$ cat src/rtl/gcr62_pkg.sv
package gcr62_pkg;
  localparam int AUX_N   = 86;
  localparam int BYTE_N  = 256;
  localparam int DATA_N  = AUX_N + BYTE_N;
  localparam int CODE_W  = 6;
  localparam int AUX_AW  = $clog2(AUX_N);

  localparam logic [7:0] MARK_A   = 8'hD5;
  localparam logic [7:0] MARK_B   = 8'hAA;
  localparam logic [7:0] MARK_C   = 8'hAD;
  localparam logic [7:0] CLOSE_NB = 8'hDE;

  typedef enum logic [2:0] {PH_IDLE, PH_HUNT, PH_DATA, PH_CSUM, PH_CLOSE} phase_t;

  typedef logic [255:0][CODE_W:0] rom_t;

  // legal disk nibble: top bit set, some adjacent ones below it, at most one adjacent-zero pair
  function automatic logic nib_legal(input logic [7:0] n);
    int ones_pairs;
    int zero_pairs;
    ones_pairs = 0;
    zero_pairs = 0;
    for (int i = 0; i < 6; i++)
      if (n[i] && n[i+1]) ones_pairs++;
    for (int i = 0; i < 7; i++)
      if (!n[i] && !n[i+1]) zero_pairs++;
    return n[7] && (ones_pairs > 0) && (zero_pairs <= 1);
  endfunction

  function automatic rom_t build_rom();
    rom_t r;
    int k;
    k = 0;
    for (int n = 0; n < 256; n++) begin
      if (nib_legal(8'(n))) begin
        r[n] = {1'b1, CODE_W'(k)};
        k++;
      end else begin
        r[n] = '0;
      end
    end
    return r;
  endfunction

  // which third of the sector a byte index falls in
  function automatic logic [1:0] grp_of(input int j);
    if (j < AUX_N)          return 2'd0;
    else if (j < 2 * AUX_N) return 2'd1;
    else                    return 2'd2;
  endfunction

  function automatic logic [AUX_AW-1:0] slot_of(input int j);
    return AUX_AW'(j - AUX_N * int'(grp_of(j)));
  endfunction

  // pull a bit-swapped low pair out of an auxiliary entry
  function automatic logic [1:0] low_pair(input logic [CODE_W-1:0] a, input logic [1:0] g);
    logic [1:0] f;
    f = a[2*g +: 2];
    return {f[0], f[1]};
  endfunction
endpackage

$ cat src/rtl/gcr62_rom.sv
module gcr62_rom
  import gcr62_pkg::*;
(
  input  logic [7:0]        nib,
  output logic [CODE_W-1:0] code,
  output logic              legal
);
  localparam rom_t TABLE = build_rom();

  assign {legal, code} = TABLE[nib];
endmodule

$ cat src/rtl/gcr62_sync.sv
module gcr62_sync
  import gcr62_pkg::*;
#(
  parameter int LIMIT = 32
) (
  input  logic       clk,
  input  logic       rst_n,
  input  logic       clear,
  input  logic       step,
  input  logic [7:0] nib,
  output logic       found,
  output logic       timeout
);
  localparam int CW = $clog2(LIMIT + 1);

  logic [1:0]    stage;
  logic [CW-1:0] cnt;

  assign found   = step && (stage == 2'd2) && (nib == MARK_C);
  assign timeout = step && !found && (cnt == CW'(LIMIT - 1));

  always_ff @(posedge clk) begin
    if (!rst_n || clear) begin
      stage <= 2'd0;
      cnt   <= '0;
    end else if (step && !found && !timeout) begin
      cnt <= cnt + 1'b1;
      if (nib == MARK_A)                        stage <= 2'd1;
      else if (stage == 2'd1 && nib == MARK_B)  stage <= 2'd2;
      else                                      stage <= 2'd0;
    end
  end

  assert_hunt_bound_R3: assert property (@(posedge clk) disable iff (!rst_n)
    cnt < CW'(LIMIT));
  assert_found_after_mark_R2: assert property (@(posedge clk) disable iff (!rst_n)
    (step && stage == 2'd0) |=> !found);
endmodule

$ cat src/rtl/gcr62_aux.sv
module gcr62_aux
  import gcr62_pkg::*;
(
  input  logic              clk,
  input  logic              rst_n,
  input  logic              we,
  input  logic [AUX_AW-1:0] waddr,
  input  logic [CODE_W-1:0] wdata,
  input  logic [AUX_AW-1:0] raddr,
  output logic [CODE_W-1:0] rdata
);
  logic [CODE_W-1:0] mem [AUX_N];

  always_ff @(posedge clk)
    if (we && int'(waddr) < AUX_N) mem[waddr] <= wdata;

  assign rdata = (int'(raddr) < AUX_N) ? mem[raddr] : '0;

  assert_aux_index_R6: assert property (@(posedge clk) disable iff (!rst_n)
    we |-> int'(waddr) < AUX_N);
endmodule

$ cat src/rtl/gcr62_data_decoder.sv
module gcr62_data_decoder
  import gcr62_pkg::*;
#(
  parameter int SYNC_LIMIT = 32
) (
  input  logic       clk,
  input  logic       rst_n,
  input  logic       start,
  input  logic       nib_valid,
  input  logic [7:0] nib,
  output logic       byte_we,
  output logic [7:0] byte_addr,
  output logic [7:0] byte_data,
  output logic       done,
  output logic       err
);
  localparam int IW = $clog2(DATA_N + 1);

  phase_t            phase;
  logic [IW-1:0]     idx;
  logic [CODE_W-1:0] run;
  logic              bad;

  logic              hunt_step, data_step, arm;
  logic              sync_found, sync_timeout;
  logic [CODE_W-1:0] code;
  logic              legal;
  logic [CODE_W-1:0] chain;
  logic              aux_we;
  int                byte_j;
  logic [1:0]        grp;
  logic [CODE_W-1:0] aux_rd;
  logic [1:0]        field;

  assign arm       = (phase == PH_IDLE) && start;
  assign hunt_step = (phase == PH_HUNT) && nib_valid;
  assign data_step = (phase == PH_DATA) && nib_valid;
  assign chain     = run ^ (legal ? code : '0);
  assign aux_we    = data_step && (int'(idx) < AUX_N);
  assign byte_j    = int'(idx) - AUX_N;
  assign grp       = grp_of(byte_j);
  assign field     = low_pair(aux_rd, grp);

  gcr62_sync #(.LIMIT(SYNC_LIMIT)) u_sync (
    .clk(clk), .rst_n(rst_n), .clear(arm), .step(hunt_step), .nib(nib),
    .found(sync_found), .timeout(sync_timeout)
  );

  gcr62_rom u_rom (.nib(nib), .code(code), .legal(legal));

  gcr62_aux u_aux (
    .clk(clk), .rst_n(rst_n), .we(aux_we), .waddr(AUX_AW'(idx)), .wdata(chain),
    .raddr(slot_of(byte_j)), .rdata(aux_rd)
  );

  always_ff @(posedge clk) begin
    if (!rst_n) begin
      phase     <= PH_IDLE;
      idx       <= '0;
      run       <= '0;
      bad       <= 1'b0;
      byte_we   <= 1'b0;
      byte_addr <= '0;
      byte_data <= '0;
      done      <= 1'b0;
      err       <= 1'b0;
    end else begin
      byte_we <= 1'b0;
      done    <= 1'b0;
      err     <= 1'b0;
      unique case (phase)
        PH_IDLE: if (start) phase <= PH_HUNT;
        PH_HUNT: begin
          if (sync_found) begin
            phase <= PH_DATA;
            idx   <= '0;
            run   <= '0;
            bad   <= 1'b0;
          end else if (sync_timeout) begin
            done  <= 1'b1;
            err   <= 1'b1;
            phase <= PH_IDLE;
          end
        end
        PH_DATA: if (nib_valid) begin
          run <= chain;
          idx <= idx + 1'b1;
          if (!legal) bad <= 1'b1;
          if (int'(idx) >= AUX_N) begin
            byte_we   <= 1'b1;
            byte_addr <= 8'(byte_j);
            byte_data <= {chain, field};
          end
          if (int'(idx) == DATA_N - 1) phase <= PH_CSUM;
        end
        PH_CSUM: if (nib_valid) begin
          if (!legal || chain != '0) bad <= 1'b1;
          phase <= PH_CLOSE;
        end
        PH_CLOSE: if (nib_valid) begin
          done  <= 1'b1;
          err   <= bad || !legal || (nib != CLOSE_NB);
          phase <= PH_IDLE;
        end
        default: phase <= PH_IDLE;
      endcase
    end
  end

  assert_addr_step_R7: assert property (@(posedge clk) disable iff (!rst_n)
    (byte_we && $past(byte_we)) |-> byte_addr == $past(byte_addr) + 8'd1);
  assert_err_with_done_R10: assert property (@(posedge clk) disable iff (!rst_n)
    err |-> done);
  assert_done_alone_R10: assert property (@(posedge clk) disable iff (!rst_n)
    done |-> !byte_we);
  assert_idle_quiet_R11: assert property (@(posedge clk) disable iff (!rst_n)
    (phase == PH_DATA && !nib_valid) |=> !byte_we && !done);
endmodule

$ cat config.mk
export PLATFORM = sky130hd
export DESIGN_NAME = gcr62_data_decoder
export DESIGN_NICKNAME = d
export VERILOG_FILES = /design/src/rtl/gcr62_pkg.sv /design/src/rtl/gcr62_rom.sv /design/src/rtl/gcr62_sync.sv /design/src/rtl/gcr62_aux.sv /design/src/rtl/gcr62_data_decoder.sv
export SDC_FILE = /design/constraint.sdc
export NUM_CORES = 1
export LEC_CHECK = 0
export ABC_CLOCK_PERIOD_IN_PS = 4750
export BUFFER_PORTS_ARGS = -buffer_cell sky130_fd_sc_hd__buf_2
export CAP_MARGIN = 0
export CORE_ASPECT_RATIO = 1.25
export CORE_MARGIN = 3
export CORE_UTILIZATION = 57
export CTS_CLUSTER_DIAMETER = 30
export DETAILED_ROUTE_END_ITERATION = 10
export HOLD_SLACK_MARGIN = 0.03
export PLACE_DENSITY = 0.83
export SLEW_MARGIN = 20
export SYNTH_ARGS = -nofsm -noshare
export SYNTH_HDL_FRONTEND = slang
export SYNTH_SLANG_ARGS = --single-unit
export TNS_END_PERCENT = 100
$ cat constraint.sdc
create_clock -name clk -period 4.75 [get_ports clk]
set_clock_uncertainty 0.15 [all_clocks]
set_input_delay 0.475 -clock clk [delete_from_list [all_inputs] [get_ports clk]]
set_output_delay 0.475 -clock clk [all_outputs]
set_load 0.03 [all_outputs]
==> results of run 1 <==
==> per-layer routing <==
metal / share of wire (%) / wire (um)
met5: 0 / 0
met4: 6.3 / 3860
met3: 9.1 / 5610
met2: 49 / 30300
met1: 35 / 21600
==> worst register-to-register path: stages, from the launching register on <==
cell,delay (ps)
dfxtp_1,340
ha_2,230
o21a_1,220
o21a_1,220
a211o_1,300
a31oi_1,150
a41o_1,140
inv_1,60
nand2_1,80
inv_1,70
ha_4,160
fa_2,490
xnor2_2,280
buf_4,190
a311oi_2,280
o21ai_0,210
a2111oi_1,510
o311ai_1,150
and3_1,190
o31ai_1,230
==> stage by stage <==
stage	std cells	utilization, %	total power [uW]
2_1_floorplan	1507	-	5630
3_3_place_gp	2058	60.5	5700
3_5_place_dp	2058	60.5	5710
4_1_cts	2191	66.7	11300
5_1_grt	2205	67.4	11500
6_report	2205	67.4	11300
==> worst max path at each step <==
stage / endpoint / cells after the start / from / slack (ps)
after floorplan: byte_data[1] / 19 / idx[1] / 280
after global routing: byte_data[1] / 19 / idx[1] / -130
after global placement: byte_data[1] / 19 / idx[1] / 80
after detailed placement: byte_data[1] / 18 / idx[1] / -20
after CTS: byte_data[1] / 19 / idx[1] / 3
final: byte_data[1] / 19 / idx[1] / 20
==> area by class of cell <==
cell class / instances / area [um^2] / area share [%]
sequential: 562 / 16400 / 58.8
multi-input combinational: 833 / 7330 / 26.2
clock buffer: 76 / 1820 / 6.50
timing repair buffer: 109 / 888 / 3.18
clock inverter: 55 / 718 / 2.57
tap: 552 / 691 / 2.47
inverter: 18 / 67.6 / 0.242
==> kinds of logic after synthesis <==
logic type      share of synthesized area (%)
simple gates                             7.91
compound gates                           6.13
flops                                    68.0
buf+inv                                  2.76
fa+ha+maj                                1.06
mux                                      12.9
xor+xnor                                 1.22
==> cell usage in the layout, fill, tap and decap left out, types with 10 or more instances in the layout <==
cell type    n
a21oi_1     38
and2_1      12
and3_1      10
buf_2       30
buf_4       66
clkbuf_16   73
dfxtp_1     45
edfxtp_1   516
ha_1        15
inv_1       14
inv_6       13
mux2i_1     57
mux4_2     102
nand2_1    108
nand2b_1    14
nand3_1     27
nand4_1     16
nor2_1     129
nor2b_1     40
nor3_1      14
o211ai_1    10
o21ai_0     35
xnor2_1     12
==> where the power goes <==
part,switching [uW],internal (uW),leakage (uW)
logic,156,51.0,0.00270
clock network,2290,3390,0.00123
registers,1.74,5400,0.00414
==> registers in the layout, indices dropped and copies added, names as in the netlist <==
| register | count |
|---|---|
| byte_addr | 8 |
| phase | 3 |
| u_sync.cnt | 6 |
| idx | 9 |
| done | 1 |
| run | 6 |
| u_aux.mem | 516 |
| u_sync.stage | 2 |
| err | 1 |
| bad | 1 |
| byte_data | 8 |
| byte_we | 1 |
==> what timing repair did <==
item | CTS | global route
hold buffers | 0 | 0
setup buffers | 2 | 11
resized for setup | 1 | 30
endpoints found under the setup margin | 1 | 2
pin swaps | 1 | 4
endpoints found under the hold margin | 0 | 0
gates cloned | 0 | 3
==> flow_metrics.env, run 1 <==
export IMPL_synth_top_area_cell="edfxtp_1"
export IMPL_grt_pass1_vias=14700
export IMPL_cts_buffers=71
export IMPL_cts_buffer_depth=3
export IMPL_synth_warnings=0
export IMPL_syn_mean_instance_area_um2=16.0
export IMPL_power_leakage_uw=0.00807
export IMPL_place_congestion=0.989
export IMPL_synth_commonest_cells="edfxtp_1 (516), nor2_1 (129), nand2_1 (108)"
export IMPL_synthesis_area_mm2=0.0242
export IMPL_routed_wl_mm=61.4
export IMPL_rr_worst_depth=19
export IMPL_powerDensity_mw_per_mm2=404
export IMPL_fin_crit_ps=4730
export IMPL_area_growth_pct=15.6
export IMPL_hold_viol=0
export IMPL_via_per_inst=6.71
export IMPL_r2r_start="idx[1]"
export IMPL_ios=31
export IMPL_path_clk_slew_ps=60
export IMPL_r2r_slack_ps=20
export IMPL_wl_per_cell_um=27.9
export IMPL_yosys_top_cells_area="edfxtp_1 (64%), mux4_2 (9.5%), dfxtp_1 (3.8%), mux2i_1 (2.4%), nor2_1 (2.0%)"
export IMPL_setup_violations_final=0
export IMPL_grt_util_met2_pct=44.4
export IMPL_preCtsSetupSlack_ps=-23.1
export IMPL_status="completed"
export IMPL_max_stage_delay_ps=510
export IMPL_cts_tree="built"
export IMPL_fill_cells=2504
export IMPL_cp_end_kind="flip-flop"
export IMPL_holdPathStages=3
export IMPL_grt_max_degree=90
export IMPL_vias=14800
export IMPL_syn_num_nets=1538
export IMPL_hold_path_class="in2reg"
export IMPL_yosysMostFrequentCell="edfxtp_1"
export IMPL_die_h_um=236
export IMPL_grt_first_pass_wirelength_mm=92.1
export IMPL_coreArea_mm2=0.0414
export IMPL_yosysTopAreaCellShare_pct=64.2
export IMPL_layout_setup_ws_ps=18.5
export IMPL_nets=1626
export IMPL_design_area_mm2=0.0279
export IMPL_worst_path_max_fanout=7
export IMPL_max_cap_violations=0
export IMPL_required_ps=5120
export IMPL_reg2reg_to="byte_data[1]"
export IMPL_synth_edf_count=516
export IMPL_crit_buf_inv=3
export IMPL_place_hpwl_mm=36.8
export IMPL_cpLargestDelayFamily="compound AO/OA/AOI/OAI gates"
export IMPL_critPathArrivalTime_ps=5100
export IMPL_synthArstFlopShare_pct=0
export IMPL_route_detailed_drc=0
export IMPL_cts_sinks=562
export IMPL_dpl_cell_area_mm2=0.0251
export IMPL_criticalPathCategory="reg2reg"
export IMPL_fin_crit_sh_pct=99.6
export IMPL_detail_route_antenna_nets=0
export IMPL_max_freq_mhz=211
export IMPL_clk_insertion_delay_late_ps=610
export IMPL_dr_pass1_iters=5
export IMPL_port_buffers=30
export IMPL_holdWs_ps=171
export IMPL_use_met1_pct=35.6
export IMPL_globalRouteTotalUtil_pct=27.2
export IMPL_grt_overflow_total=0
export IMPL_yosysSeqAreaShare_pct=68.0
export IMPL_crit_slowest_cell="a2111oi_1"
export IMPL_top_usage_layer="met2"
export IMPL_drt_iter0_markers=2036
export IMPL_ys_flop_type="edfxtp_1"
export IMPL_cts_root_buf="clkbuf_16"
export IMPL_tns_ps=0
export IMPL_ys_ff_latch=562
export IMPL_diodes=0
export IMPL_num_rows=83
export IMPL_finalMaxSlewViolations=0
export IMPL_postSynthCellCount=1507
export IMPL_die_w_um=190
export IMPL_antenna_found_initial=0
export IMPL_start_util_pct=58.3
export IMPL_whs_endpoint="phase[2]"
export IMPL_worstMarginPinSlew_ps=1050
export IMPL_maxSlewHeadroom_pct=30.2
export IMPL_drive_gt1_share_pct=22.9
export IMPL_synth_cell_types=78
export IMPL_start_kind="flip-flop"
export IMPL_hp_start="nib_valid"
export IMPL_vdd_drop_max_v=0.000251
export IMPL_grt_use_met3_pct=4.19
export IMPL_die_area_mm2=0.0449
export IMPL_htreeDepth=3
export IMPL_worstPathCellList="ha_2, o21a_1, o21a_1, a211o_1, a31oi_1, a41o_1, inv_1, nand2_1, inv_1, ha_4, fa_2, xnor2_2, buf_4, a311oi_2, o21ai_0, a2111oi_1, o311ai_1, and3_1, o31ai_1"
Note: power is estimated with default switching activity, not from simulation.
==> inputs of run 2 (changes only) <==
- BUFFER_PORTS_ARGS: -buffer_cell sky130_fd_sc_hd__buf_2 -> unset
- CTS_BUF_LIST: unset -> sky130_fd_sc_hd__clkbuf_16
- DONT_BUFFER_PORTS: unset -> 1
- PLACE_DENSITY: 0.83 -> 0.82
==> flow_metrics.env, run 2 (synthesis gave the netlist of run 1 again) <==
export IMPL_hold_viol=0
export IMPL_maxSlewHeadroom_pct=25.1
export IMPL_start_kind="flip-flop"
export IMPL_via_per_inst=6.53
export IMPL_cts_root_buf="clkbuf_16"
export IMPL_clk_insertion_delay_late_ps=620
export IMPL_critPathArrivalTime_ps=4950
export IMPL_place_hpwl_mm=34.9
export IMPL_status="completed"
export IMPL_die_h_um=236
export IMPL_power_switching_uw=2390
export IMPL_wl_per_cell_um=26.8
export IMPL_dr_pass1_iters=6
export IMPL_reg_largest_list="u_aux.mem (516), idx (9)"
export IMPL_die_w_um=190
export IMPL_layout_setup_ws_ps=140
export IMPL_final_cell_mix="edfxtp_1 (516), nor2_1 (129), nand2_1 (108)"
export IMPL_cts_buffers=75
export IMPL_num_rows=83
export IMPL_start_util_pct=58.3
export IMPL_routed_wl_mm=58.2
export IMPL_finalMaxSlewViolations=0
export IMPL_worstMarginPinSlew_ps=1120
export IMPL_coreArea_mm2=0.0414
export IMPL_cts_sinks=562
export IMPL_grt_first_pass_wirelength_mm=89.3
export IMPL_die_area_mm2=0.0449
export IMPL_max_cap_violations=0
export IMPL_drt_iter0_markers=1556
export IMPL_largest_reg_flops=516
export IMPL_required_ps=5090
export IMPL_worst_path_max_fanout=11
export IMPL_rr_worst_depth=20
export IMPL_nets=1588
export IMPL_detail_route_antenna_nets=0
export IMPL_route_detailed_drc=0
export IMPL_criticalPathCategory="reg2reg"
export IMPL_holdPathStages=2
export IMPL_globalRouteTotalUtil_pct=26.3
export IMPL_htreeDepth=3
export IMPL_drive_gt1_share_pct=21.0
export IMPL_swShare_pct=21.0
export IMPL_ios=31
export IMPL_cp_end_kind="flip-flop"
export IMPL_tns_ps=0
export IMPL_max_freq_mhz=217
export IMPL_area_growth_pct=15.0
export IMPL_cts_tree="built"
export IMPL_layout_commonest_cell="edfxtp_1"
export IMPL_grt_overflow_total=0
export IMPL_clockPowerShare_pct=50.9
export IMPL_vias=14200
export IMPL_vdd_drop_max_v=0.000264
export IMPL_port_buffers=0
export IMPL_seq_power_share_pct=47.6
export IMPL_place_congestion=0.886
export IMPL_largest_register="u_aux.mem"
export IMPL_hold_path_class="in2reg"
export IMPL_power_frac_comb_pct=1.6
export IMPL_antenna_found_initial=1
export IMPL_cts_buffer_depth=3
export IMPL_p_int_uw=8980
export IMPL_fin_crit_sh_pct=97.1
export IMPL_grt_max_degree=90
export IMPL_grt_pass1_vias=14400
export IMPL_fin_crit_ps=4610
export IMPL_power_leakage_uw=0.00792
export IMPL_path_clk_slew_ps=50
export IMPL_powerDensity_mw_per_mm2=409
export IMPL_diodes=0
export IMPL_preCtsSetupSlack_ps=-227
export IMPL_setup_violations_final=0
run 2: cell types whose count changed in the layout (fill, tap and decap cells not counted), sizes merged:
cell / change
inv: +4
dlygate4sd3: +2
bufinv: +1
clkinvlp: +5
clkinv: -4
xnor2: -2
buf: -42
clkbuf: -1
run 2: metrics by stage:
stage | total power (uW) | cells | utilization, % | hold WS (ps) | area (um^2)
2_1_floorplan | 5630 | 1507 | - | 304 | 24200
3_3_place_gp | 5670 | 2017 | 60.1 | 315 | 24900
3_5_place_dp | 5680 | 2017 | 60.1 | 347 | 24900
4_1_cts | 11400 | 2164 | 66.7 | 32.6 | 27600
5_1_grt | 11600 | 2168 | 67.0 | 37.2 | 27800
6_report | 11400 | 2168 | 67.0 | 57.4 | 27800
run 2: worst paths after layout:
check / from / to / slack (ps)
setup / recovery: idx[1] / byte_data[1] / 140
hold / removal: rst_n / u_sync.cnt[0] / 60
setup reg to reg: idx[1] / byte_data[1] / 140
hold reg to reg: u_sync.cnt[1] / u_sync.cnt[1] / 360
run 2: repair_timing:
item                                    CTS  global route
gates resized for setup                   8            19
endpoints found under the setup margin    2             2
endpoints found under the hold margin    29             0
pin swaps                                 3             3
hold buffers                              2             0
gates cloned                              0             1
buffers inserted                          9             3
run 2: cell type report:
| class | count | area, um^2 |
|---|---|---|
| repair buffers | 69 | 714 |
| clock inverters | 61 | 731 |
| multi-input cells | 831 | 7270 |
| inverters | 18 | 67.6 |
| flip-flops and latches | 562 | 16400 |
| well taps | 552 | 691 |
| clock buffers | 75 | 1880 |
| fillers | 2612 | 13700 |
run 2: power groups by stage:
stage | Combinational, uW | Sequential, uW | Clock [uW]
after floorplan | 121 | 5510 | 0
after global placement | 163 | 5510 | 0
after detailed placement | 172 | 5510 | 0
after CTS | 179 | 5410 | 5820
after global routing | 196 | 5400 | 6020
final | 179 | 5410 | 5780
run 2: metal layers:
metal,global-route usage [%],wire length [um]
met1,33.7,21000
met2,43.8,29400
met3,4.21,4450
met4,13.1,3270
met5,0,11
run 2: critical path, cell delays in order, from the launching register on:
cell	delay [ps]
dfxtp_2	360
inv_1	70
ha_1	320
buf_4	160
a21o_1	170
a21o_1	180
a31oi_1	180
a41o_1	150
inv_1	60
nand2_1	70
inv_1	70
ha_4	160
nand2b_1	190
a21oi_1	440
xor2_4	250
buf_4	260
a311oi_2	320
a211oi_1	140
a311o_1	330
and3_1	180
o31ai_1	270
